<file path="src/rtl/fsinj_pkg.sv">
package fsinj_pkg;
  typedef enum logic [1:0] {
    FMT_HALF   = 2'b00,
    FMT_SINGLE = 2'b01,
    FMT_DOUBLE = 2'b10,
    FMT_ALT    = 2'b11
  } fsinj_fmt_e;

  typedef enum logic [1:0] {
    OP_COPY = 2'b00,
    OP_INV  = 2'b01,
    OP_XOR  = 2'b10,
    OP_ALT  = 2'b11
  } fsinj_op_e;

  localparam int NUM_LANES = 3;
endpackage

</file>
<file path="src/rtl/fsinj_sign_sel.sv">
module fsinj_sign_sel (
  input  logic [1:0] op,
  input  logic       sign_a,
  input  logic       sign_b,
  output logic       sign_r
);
  logic copy_or_inv;
  logic xor_sign;

  // op[0] flips B's sign for the invert case; op[1] picks the XOR path (11 aliases 10)
  assign copy_or_inv = sign_b ^ op[0];
  assign xor_sign    = sign_a ^ sign_b;
  assign sign_r      = op[1] ? xor_sign : copy_or_inv;
endmodule

</file>
<file path="src/rtl/fsinj_lanes.sv">
module fsinj_lanes #(
  parameter int DATA_W = 64
) (
  input  logic [1:0]        op,
  input  logic [1:0]        fmt,
  input  logic [DATA_W-1:0] a,
  input  logic [DATA_W-1:0] b,
  output logic [DATA_W-1:0] res
);
  import fsinj_pkg::*;

  logic [DATA_W-1:0] lane_res [NUM_LANES];

  for (genvar g = 0; g < NUM_LANES; g++) begin : g_lane
    localparam int W = DATA_W >> (NUM_LANES - 1 - g);
    logic sgn;

    fsinj_sign_sel u_sel (
      .op     (op),
      .sign_a (a[W-1]),
      .sign_b (b[W-1]),
      .sign_r (sgn)
    );

    if (W == DATA_W) begin : g_full
      assign lane_res[g] = {sgn, a[W-2:0]};
    end else begin : g_boxed
      assign lane_res[g] = {{(DATA_W-W){1'b1}}, sgn, a[W-2:0]};
    end
  end

  // format select as a 2:1 mux tree; 11 falls into the double lane
  assign res = fmt[1] ? lane_res[2] : (fmt[0] ? lane_res[1] : lane_res[0]);
endmodule

</file>
<file path="src/rtl/fsinj_stage.sv">
module fsinj_stage #(
  parameter int DATA_W = 64
) (
  input  logic              clk,
  input  logic              rst,
  input  logic              in_valid,
  output logic              in_ready,
  input  logic [DATA_W-1:0] in_data,
  output logic              out_valid,
  input  logic              out_ready,
  output logic [DATA_W-1:0] out_data
);
  logic              vld_q;
  logic [DATA_W-1:0] data_q;
  logic              take;

  assign in_ready  = !vld_q || out_ready;
  assign take      = in_valid && in_ready;
  assign out_valid = vld_q;
  assign out_data  = data_q;

  always_ff @(posedge clk) begin
    if (rst) begin
      vld_q <= 1'b0;
    end else if (take) begin
      vld_q <= 1'b1;
    end else if (out_ready) begin
      vld_q <= 1'b0;
    end
  end

  // datapath register needs no reset
  always_ff @(posedge clk) begin
    if (take) begin
      data_q <= in_data;
    end
  end

  // an accepted operation shows up after the edge
  a_r8_accept_lands: assert property (@(posedge clk) disable iff (rst)
    (in_valid && in_ready) |=> out_valid);

  // stalled output holds
  a_r10_hold_stable: assert property (@(posedge clk) disable iff (rst)
    (out_valid && !out_ready) |=> (out_valid && $stable(out_data)));

  // empty stage always accepts
  a_r9_empty_ready: assert property (@(posedge clk) disable iff (rst)
    !out_valid |-> in_ready);
endmodule

</file>
<file path="src/rtl/fp_sign_inject.sv">
module fp_sign_inject #(
  parameter int DATA_W = 64
) (
  input  logic              clk,
  input  logic              rst,
  input  logic              in_valid,
  output logic              in_ready,
  input  logic [1:0]        in_op,
  input  logic [1:0]        in_fmt,
  input  logic [DATA_W-1:0] in_a,
  input  logic [DATA_W-1:0] in_b,
  output logic              out_valid,
  input  logic              out_ready,
  output logic [DATA_W-1:0] out_data
);
  localparam int HALF_W = DATA_W / 4;

  logic [DATA_W-1:0] comb_res;

  fsinj_lanes #(.DATA_W(DATA_W)) u_lanes (
    .op  (in_op),
    .fmt (in_fmt),
    .a   (in_a),
    .b   (in_b),
    .res (comb_res)
  );

  fsinj_stage #(.DATA_W(DATA_W)) u_stage (
    .clk       (clk),
    .rst       (rst),
    .in_valid  (in_valid),
    .in_ready  (in_ready),
    .in_data   (comb_res),
    .out_valid (out_valid),
    .out_ready (out_ready),
    .out_data  (out_data)
  );

  // double-format magnitude bits pass through the register unchanged
  a_r1_double_magnitude: assert property (@(posedge clk) disable iff (rst)
    (in_valid && in_ready && in_fmt[1]) |=> (out_data[DATA_W-2:0] == $past(in_a[DATA_W-2:0])));

  // half-format results are boxed with ones
  a_r7_half_boxed: assert property (@(posedge clk) disable iff (rst)
    (in_valid && in_ready && in_fmt == 2'b00) |=> (&out_data[DATA_W-1:HALF_W]));

  // copy op on double takes B's sign
  a_r2_copy_sign: assert property (@(posedge clk) disable iff (rst)
    (in_valid && in_ready && in_fmt == 2'b10 && in_op == 2'b00)
      |=> (out_data[DATA_W-1] == $past(in_b[DATA_W-1])));
endmodule

</file>
<file path="config.mk">
export PLATFORM = sky130hd
export DESIGN_NAME = fp_sign_inject
export DESIGN_NICKNAME = d
export VERILOG_FILES = /design/src/rtl/fsinj_pkg.sv /design/src/rtl/fsinj_sign_sel.sv /design/src/rtl/fsinj_lanes.sv /design/src/rtl/fsinj_stage.sv /design/src/rtl/fp_sign_inject.sv
export SDC_FILE = /design/constraint.sdc
export NUM_CORES = 1
export LEC_CHECK = 0
export BUFFER_PORTS_ARGS = -buffer_cell sky130_fd_sc_hd__buf_4
export CAP_MARGIN = 20
export CORE_MARGIN = 2
export CORE_UTILIZATION = 38
export DETAILED_ROUTE_END_ITERATION = 10
export PLACE_DENSITY = 0.88
export SLEW_MARGIN = 15
export SYNTH_ARGS = -nofsm -noshare
export SYNTH_HDL_FRONTEND = slang
export SYNTH_SLANG_ARGS = --single-unit
</file>
<file path="constraint.sdc">
create_clock -name clk -period 2.64 [get_ports clk]
set_clock_uncertainty 0.1 [all_clocks]
set_input_delay 0.132 -clock clk [delete_from_list [all_inputs] [get_ports clk]]
set_output_delay 0.132 -clock clk [all_outputs]
set_load 0.02 [all_outputs]
</file>
==> results of run 1 <==
[timing repair]
| item | 4_1_cts | 5_1_grt |
|---|---|---|
| hold buffers | 64 | 0 |
| hold endpoints to repair | 63 | 0 |
| resized for setup | 0 | 0 |
| setup endpoints to repair | 0 | 0 |
| setup buffers | 0 | 0 |
[cell families after synthesis]
| kind of cell | Yosys count |
|---|---|
| XOR/XNOR | 2 |
| AND/OR/NAND/NOR | 54 |
| AO/OA/AOI/OAI | 7 |
| buffers and inverters | 8 |
| multiplexers | 2 |
| flip-flops | 65 |
[layout by cell type (no fill, tap or decap), types with 9 or more instances in the layout]
master	n
or2_2	15
nand2b_1	33
edfxtp_1	64
dlygate4sd3_1	64
buf_4	140
clkbuf_8	9
[sequential cells by signal (all words and copies together), names as in the netlist]
| signal | flops |
|---|---|
| u_stage.out_valid | 1 |
| u_stage.out_data | 64 |
[layout make-up]
cell class                 instances  area, um2
timing repair buffer             205       1710
clock inverter                     4       68.8
clock buffer                      11        131
tap                               75       93.8
fill                             395       1650
sequential                        65       1940
multi-input combinational         65        420
inverter                           2       7.51
[final timing paths]
path         slack (ns)  cells past startpoint                                  to
min                0.05                      2      u_stage.out_data[31]$_DFFE_PP_
max                1.27                      3      u_stage.out_data[29]$_DFFE_PP_
max reg2reg        1.27                      3      u_stage.out_data[29]$_DFFE_PP_
min reg2reg        0.98                      3  u_stage.out_data[58]$_SDFFCE_PN1P_
[power by group]
part | internal, mW | switching, mW | total (mW)
Combinational | 0.230 | 0.181 | 0.411
Clock | 0.523 | 0.337 | 0.860
Sequential | 1.21 | 0.0181 | 1.22
[metrics by stage]
| step | utilization (%) | power [mW] | setup WS [ns] |
|---|---|---|---|
| floorplan | - | 1.39 | 0.636 |
| global placement | 58.7 | 1.57 | 1.33 |
| detailed placement | 58.7 | 1.58 | 1.29 |
| CTS | 72.6 | 2.52 | 1.27 |
| global route | 72.6 | 2.60 | 1.21 |
| finish | 72.6 | 2.49 | 1.27 |
[worst max-delay path, stage by stage (launching register included)]
cell and delay (ns):
dfxtp_1 0.32, nand2b_1 0.11, and2_2 0.18, buf_12 0.31
[per-layer routing]
metal	up-vias	GRT usage, %
met5	-	0
met4	0	9.53
met3	13	6.23
met2	103	32.8
met1	881	20.5
li1	910	-
==> results.yml, run 1 <==
global_routing:
  grtUsageTotal_pct: 18.8
  first_global_vias: 2007
  gr-total-overflow: 0
  grt_max_degree: 65
  grt_first_pass_wirelength_mm: 9.94
  antenna_found_initial: 0
timing:
  hold_violations: 0
  hold_ws_ns: 0.0525
  fmax_mhz: 729
  final.period_utilization_pct: 51.9
  finalSetupViolations: 0
  period_minus_slack_ns: 1.37
  rsz0062_at_grt: "false"
  maxSlewViolCount: 0
  maxSlewHeadroom_pct: 73.5
  fin_setup_tns_ns: 0
  tightest_slew_ns: 0.398
synth:
  synth_commonest_cells: "edfxtp_1, nand2b_1, or2_2"
  syn_inst: 138
  muxShareOfSynthArea_pct: 0.834
  syn_area_mm2: 0.00240
  yosysMostFrequentCell: "edfxtp_1"
  yosysUniqueCellTypes: 21
  async_reset_ff_share_pct: 0
  postSynthAreaPerCell_um2: 17.4
  yosysWarnings: 0
  ys_ff_latch: 65
  synth_compound_area_share_pct: 1.88
  yosys.area_share.simple_pct: 14.0
  synthXorXnorAreaFrac_pct: 0.730
  synth_top_family_by_area: "simple AND/OR/NAND/NOR gates"
  synth.top_cell.area_share_pct: 80.0
  synth_flop_cell: "edfxtp_1"
  synth_seq_area_share_pct: 80.9
  synth-edff-count: 64
  synthAdderAreaFrac_pct: 0
  yosys.area.top_type: "edfxtp_1"
  synth_area_leaders: "edfxtp_1, nand2b_1, or2_2, dfxtp_1, mux2i_1"
  syn_nets: 274
critical_path:
  crit_path_start_kind: "register"
  crit_start: "u_stage.out_valid$_SDFFE_PP0P_"
  worstPathArrival_ns: 1.26
  critPathRequiredTime_ns: 2.52
  critPathKind: "register to register"
  reg2reg_from: "u_stage.out_valid$_SDFFE_PP0P_"
  end_kind: "register"
  worstPathMaxFanout: 64
clock_network:
  clockBufferDepth: 2
  htree_levels: 3
  clkTransAtPathRegs_ns: 0.07
  clockRootBuffer: "clkbuf_8"
  cts_tree: "done"
  cts_buffers: 9
  clk_latency_ns: 0.32
  clkSinkCount: 65
flow_run:
  drv_cap: 0
die:
  core_region_area_mm2: 0.00603
  die-height_um: 83.5
  fp.dieArea_mm2: 0.00697
  fp-row-count: 28
  die_w_um: 83.5
  ios: 202
  start_util_pct: 39.8
route:
  dr_wl_met2_mm: 3.36
  ant_nets: 0
  drtIter0Drc: 58
  routed.top_layer: "met4"
  via_per_inst: 4.47
  met1_length_mm: 2.38
  firstDrtPassIters: 4
  routed_wl_mm: 6.49
  post-route-drc-count: 0
  routedWlPerCell_um: 15.2
  vias: 1907
  routed-wl-met3_um: 593
placed_design:
  dp_hpwl_mm: 3.96
  place_inst: 348
  gp_congestion: 0.747
  place_area_mm2: 0.00353
  port_buffers: 140
power:
  p_leak_nw: 1.82
  power.density_mw_per_mm2: 570
  ir_drop_uv: 343
layout:
  syn_to_final_growth_pct: 82.2
  drive_above_1_share_pct: 48.3
  diodes: 0
  finalNetCount: 484
  layout.cells.non_filler: 427
  design_area_mm2: 0.00438
hold_path:
  hp-class: "input port to register"
  min_from: "in_fmt[0]"
status:
  status: "complete, no violations"
No activity file was read; power rests on OpenSTA's default activity.
==> run 2, diff against run 1 <==
CORE_UTILIZATION = 34   (was 38)
PLACE_DENSITY = 0.83   (was 0.88)
clock period = 1.2 ns   (was 2.64 ns; I/O delays follow)
==> run 2 against run 1 <==
The flow now finishes with violations (hold timing); setup slack worse by 1.3 ns; sequential power increased by 120%; power is 100% higher; clock-buffer cell count is 1 lower; flip-flop and latch count is the same; clock power is 71% higher; cell count increased by 7.0%; global-route usage decreased by 2.5 points; sequential share of layout area is 0.88 points lower; wire length is 0.34% higher; non-clock buffer count rose by 9; critical endpoint is now u_stage.out_data[52]$_SDFFCE_PN1P_; largest cell class unchanged; highest routed layer unchanged.
==> results.yml, run 2 (synthesis gave the netlist of run 1 again) <==
status:
  status: "complete, but fails checks"
  violations: "hold timing"
route:
  ant_nets: 0
  drtIter0Drc: 59
  vias: 1935
  firstDrtPassIters: 4
  routedWlPerCell_um: 14.2
  routed_wl_mm: 6.51
  via_per_inst: 4.23
  post-route-drc-count: 0
clock_network:
  clkTransAtPathRegs_ns: 0.07
  clockBufferDepth: 2
  cts_tree: "done"
  cts_buffers: 9
  clkSinkCount: 65
  clk_latency_ns: 0.32
  clockRootBuffer: "clkbuf_8"
  htree_levels: 3
  cts_hold_buffers: 67
critical_path:
  path_cells: "nand2b_4, and2_4, buf_12"
  reg2reg_slack_ns: 0.004
  cp_top_family: "flip-flops"
  path_depth: 3
  reg2reg_from: "u_stage.out_valid$_SDFFE_PP0P_"
  crit_path_start_kind: "register"
  r2r-end: "u_stage.out_data[52]$_SDFFCE_PN1P_"
  path_buf_inv: 1
  worstPathArrival_ns: 1.12
  crit_start: "u_stage.out_valid$_SDFFE_PP0P_"
  max_stage_delay_ns: 0.35
  crit_end: "u_stage.out_data[52]$_SDFFCE_PN1P_"
  worstPathMaxFanout: 30
  slowest_stage: "dfxtp_4"
  critPathRequiredTime_ns: 1.12
  r2r_cells: 3
  end_kind: "register"
  critPathKind: "register to register"
die:
  die_w_um: 88.0
  start_util_pct: 35.1
  ios: 202
  fp-row-count: 30
  core_region_area_mm2: 0.00683
  fp.dieArea_mm2: 0.00775
  die-height_um: 88.0
timing:
  maxSlewViolCount: 0
  finalSetupViolations: 0
  fmax_mhz: 836
  worst_slack_ns: 0.00352
  hold_ws_ns: -0.00304
  period_minus_slack_ns: 1.20
  tightest_slew_ns: 0.151
  final.period_utilization_pct: 99.7
  rsz0062_at_grt: "true"
  hold_violations: 1
  maxSlewHeadroom_pct: 89.6
layout:
  final_core_util_pct: 65.5
  multi_input_area_um2: 429
  finalNetCount: 493
  design_area_mm2: 0.00447
  final_common_cell: "buf_4"
  seqCellArea_mm2: 0.00195
  drive_above_1_share_pct: 49.0
  most-common-layout-cells: "buf_4, dlygate4sd3_1, edfxtp_1"
  fillers: 522
  diodes: 0
  syn_to_final_growth_pct: 86.3
  largest_register_ffs: 64
placed_design:
  port_buffers: 140
  gp_congestion: 0.638
  post-place-ws_ns: 0.0124
  dp_hpwl_mm: 4.17
  place_area_mm2: 0.00363
global_routing:
  grt_first_pass_wirelength_mm: 9.16
  grtUsageTotal_pct: 16.3
  antenna_found_initial: 0
  first_global_vias: 1982
  gr-total-overflow: 0
  grt_max_degree: 33
power:
  p_leak_nw: 1.85
  power.density_mw_per_mm2: 1140
  ir_drop_uv: 535
flow_run:
  drv_cap: 0
hold_path:
  hp-class: "input port to register"
==> run 2: repair_timing <==
item	in CTS	in global routing
setup buffers	0	2
hold endpoints to repair	65	1
endpoints found under the setup margin	17	60
pin swaps	0	1
resized for setup	0	2
==> run 2: how the worst min path moves through the flow <==
stage | startpoint | end | slack (ns) | cells past startpoint
6_report | out_ready | u_stage.out_valid$_SDFFE_PP0P_ | -0.003 | 4
3_3_place_gp | rst | u_stage.out_valid$_SDFFE_PP0P_ | 0.11 | 2
3_5_place_dp | rst | u_stage.out_valid$_SDFFE_PP0P_ | 0.11 | 2
4_1_cts | out_ready | u_stage.out_valid$_SDFFE_PP0P_ | -0.03 | 4
2_1_floorplan | rst | u_stage.out_valid$_SDFFE_PP0P_ | 0.02 | 1
5_1_grt | out_ready | u_stage.out_valid$_SDFFE_PP0P_ | -0.0006 | 4
==> run 2: area by class of cell <==
class | instances | area share [%]
Tap cell | 96 | 2.69
Clock buffer | 10 | 2.85
Multi-Input combinational cell | 65 | 9.59
Clock inverter | 5 | 0.531
Sequential cell | 65 | 43.5
Inverter | 2 | 0.168
Timing Repair Buffer | 214 | 40.7
==> run 2: per-layer routing <==
metal	vias up	GRT usage, %	part of all wire, %	wire length, um
met5	-	0	0	0
met4	0	6.20	1.5	98
met3	8	5.18	6.3	413
met2	89	32.2	58	3750
met1	911	15.4	35	2250
li1	927	-	-	-
==> run 2: power by group <==
part | switching (mW) | internal [mW]
clock | 0.758 | 0.713
sequential | 0.0391 | 2.65
combinational | 0.404 | 0.541
==> run 2: metrics by stage <==
step / total power, mW / instances / hold WS, ns / TNS, ns
finish: 5.10 / 457 / -0.00304 / 0
global route: 5.34 / 457 / -0.000649 / -1.04
CTS: 5.16 / 455 / -0.0279 / -0.106
detailed placement: 3.50 / 373 / 0.109 / 0
global placement: 3.47 / 373 / 0.109 / 0
floorplan: 3.06 / 138 / 0.0194 / -19.20
==> run 2: tightest hold or removal path, delay by kind of cell <==
family          cells  cell delay [ns]
simple gates        1             0.10
buf+inv             2             0.17
compound gates      1             0.05
==> run 3, diff against run 2 <==
CORE_ASPECT_RATIO = 1.5   (was default)
MAX_ROUTING_LAYER = met4   (was default)
==> run 3 against run 2 <==
The run ends with setup timing left; sequential power barely moved; sequential share of layout area down 1.4 points; largest power group unchanged; critical endpoint is now u_stage.out_data[56]$_SDFFCE_PN1P_; wire length up 13%; global-route usage is 2.2 points higher; setup slack got worse by 0.022 ns; hold slack improved by 0.0089 ns; fmax down 1.8%; first-iteration DRC count rose by 110%; via count grew 2.4%; combinational power increased by 9%; clock-buffer cell count grew 2; clock power up 17%.
==> results.yml, run 3 (synthesis gave the netlist of run 1 again) <==
clock_network:
  clk_latency_ns: 0.34
  cts_buffers: 9
  clkTransAtPathRegs_ns: 0.07
  htree_levels: 3
  clkSinkCount: 65
  cts_tree: "done"
  clockRootBuffer: "clkbuf_8"
  clockBufferDepth: 2
critical_path:
  worstPathArrival_ns: 1.17
  crit_path_start_kind: "register"
  critPathRequiredTime_ns: 1.15
  critPathKind: "register to register"
  worstPathMaxFanout: 6
  end_kind: "register"
  reg2reg_slack_ns: -0.02
status:
  status: "complete, but fails checks"
  violations: "setup timing"
layout:
  fillers: 476
  multi_input_area_um2: 445
  syn_to_final_growth_pct: 92.3
  seqCellArea_mm2: 0.00195
  layout.cells.non_filler: 449
  drive_above_1_share_pct: 50.7
  final_core_util_pct: 67.4
  most-common-layout-cells: "buf_4, dlygate4sd3_1, edfxtp_1"
  diodes: 0
  largest_register_ffs: 64
  final_common_cell: "buf_4"
  finalNetCount: 502
power:
  p_int_mw: 4.19
  p_seq_share_pct: 49.5
  power.density_mw_per_mm2: 1180
  clkPwrFrac_pct: 31.6
  swShare_pct: 23.0
  comb_power_share_pct: 18.9
  p_leak_nw: 1.94
  p_switching_mw: 1.25
  finalPower_mw: 5.44
  ir_drop_uv: 636
timing:
  finalSetupViolations: 12
  hold_violations: 0
  maxSlewViolCount: 0
  period_minus_slack_ns: 1.22
  final.period_utilization_pct: 102
  maxSlewHeadroom_pct: 79.2
  worst_slack_ns: -0.0184
  fmax_mhz: 821
  rsz0062_at_grt: "true"
  tightest_slew_ns: 0.310
route:
  routedWlPerCell_um: 16.4
  firstDrtPassIters: 4
  via_per_inst: 4.41
  post-route-drc-count: 0
  vias: 1982
  drtIter0Drc: 125
  ant_nets: 0
  routed_wl_mm: 7.37
die:
  fp-row-count: 37
  die_w_um: 72.6
  fp.dieArea_mm2: 0.00776
  ios: 202
  start_util_pct: 35.0
  core_region_area_mm2: 0.00685
  die-height_um: 107
global_routing:
  grt_first_pass_wirelength_mm: 10.1
  grtUsageTotal_pct: 18.4
  first_global_vias: 2064
  gr-total-overflow: 0
  antenna_found_initial: 0
  grt_max_degree: 26
hold_path:
  hp-class: "input port to register"
placed_design:
  port_buffers: 140
  post-place-ws_ns: -0.00465
  gp_congestion: 0.733
  place_inst: 357
  dp_hpwl_mm: 4.51
flow_run:
  drv_cap: 0
-- run 3: cell types whose count changed in the layout (fill, tap and decap cells not counted), moves of 2 or more --
cell,change
buf_6,+5
clkbuf_1,+2
clkbuf_16,+3
clkinv_1,-2
-- run 3: repair_timing --
| action | 4_1_cts | 5_1_grt |
|---|---|---|
| endpoints found under the hold margin | 65 | 0 |
| hold buffers | 68 | 0 |
| setup buffers | 0 | 2 |
| pin swaps | 0 | 2 |
| endpoints found under the setup margin | 47 | 67 |
| gates cloned | 0 | 6 |
| gates resized for setup | 0 | 9 |
-- run 3: power groups by stage --
stage | Combinational, mW | Clock, mW | Sequential (mW)
after floorplan | 0.162 | 0 | 2.89
after global placement | 0.744 | 0 | 2.73
after detailed placement | 0.764 | 0 | 2.74
after CTS | 0.947 | 1.75 | 2.69
after global routing | 1.09 | 1.86 | 2.70
final | 1.03 | 1.72 | 2.69
-- run 3: final cells by class --
type / instances / share of cell area (%)
Clock buffer: 12 / 2.93
Timing Repair Buffer: 222 / 42.1
Sequential cell: 65 / 42.1
Tap cell: 78 / 2.11
Clock inverter: 4 / 0.948
Inverter: 2 / 0.163
Multi-Input combinational cell: 66 / 9.65
-- run 3: per-layer routing --
layer	track usage, %	wire, um	vias to the layer above
met4	10.2	162	0
li1	-	-	949
met3	2.82	465	15
met1	19.2	2660	916
met2	32.5	4080	102
met5	-	0	-
-- run 3: final timing paths --
| kind | startpoint | to | cells past startpoint |
|---|---|---|---|
| min | in_b[15] | u_stage.out_data[15]$_DFFE_PP_ | 3 |
| max reg2reg | u_stage.out_valid$_SDFFE_PP0P_ | u_stage.out_data[56]$_SDFFCE_PN1P_ | 3 |
| min reg2reg | u_stage.out_valid$_SDFFE_PP0P_ | u_stage.out_valid$_SDFFE_PP0P_ | 4 |
| max | u_stage.out_valid$_SDFFE_PP0P_ | u_stage.out_data[56]$_SDFFCE_PN1P_ | 3 |
-- run 3: per-stage QoR --
step	hold slack [ns]	instance area, um2	setup TNS [ns]
2_1_floorplan	0.0194	2410	-19.20
3_3_place_gp	0.106	3610	0
3_5_place_dp	0.115	3610	-0.0862
4_1_cts	-0.101	4470	-0.477
5_1_grt	0.0574	4620	-0.934
6_report	0.00587	4620	-0.155
-- run 3: worst max-delay path: stages, from the launching register on --
cell       delay, ns
dfxtp_4         0.35
nand2b_4        0.08
and2_4          0.23
clkbuf_16       0.17
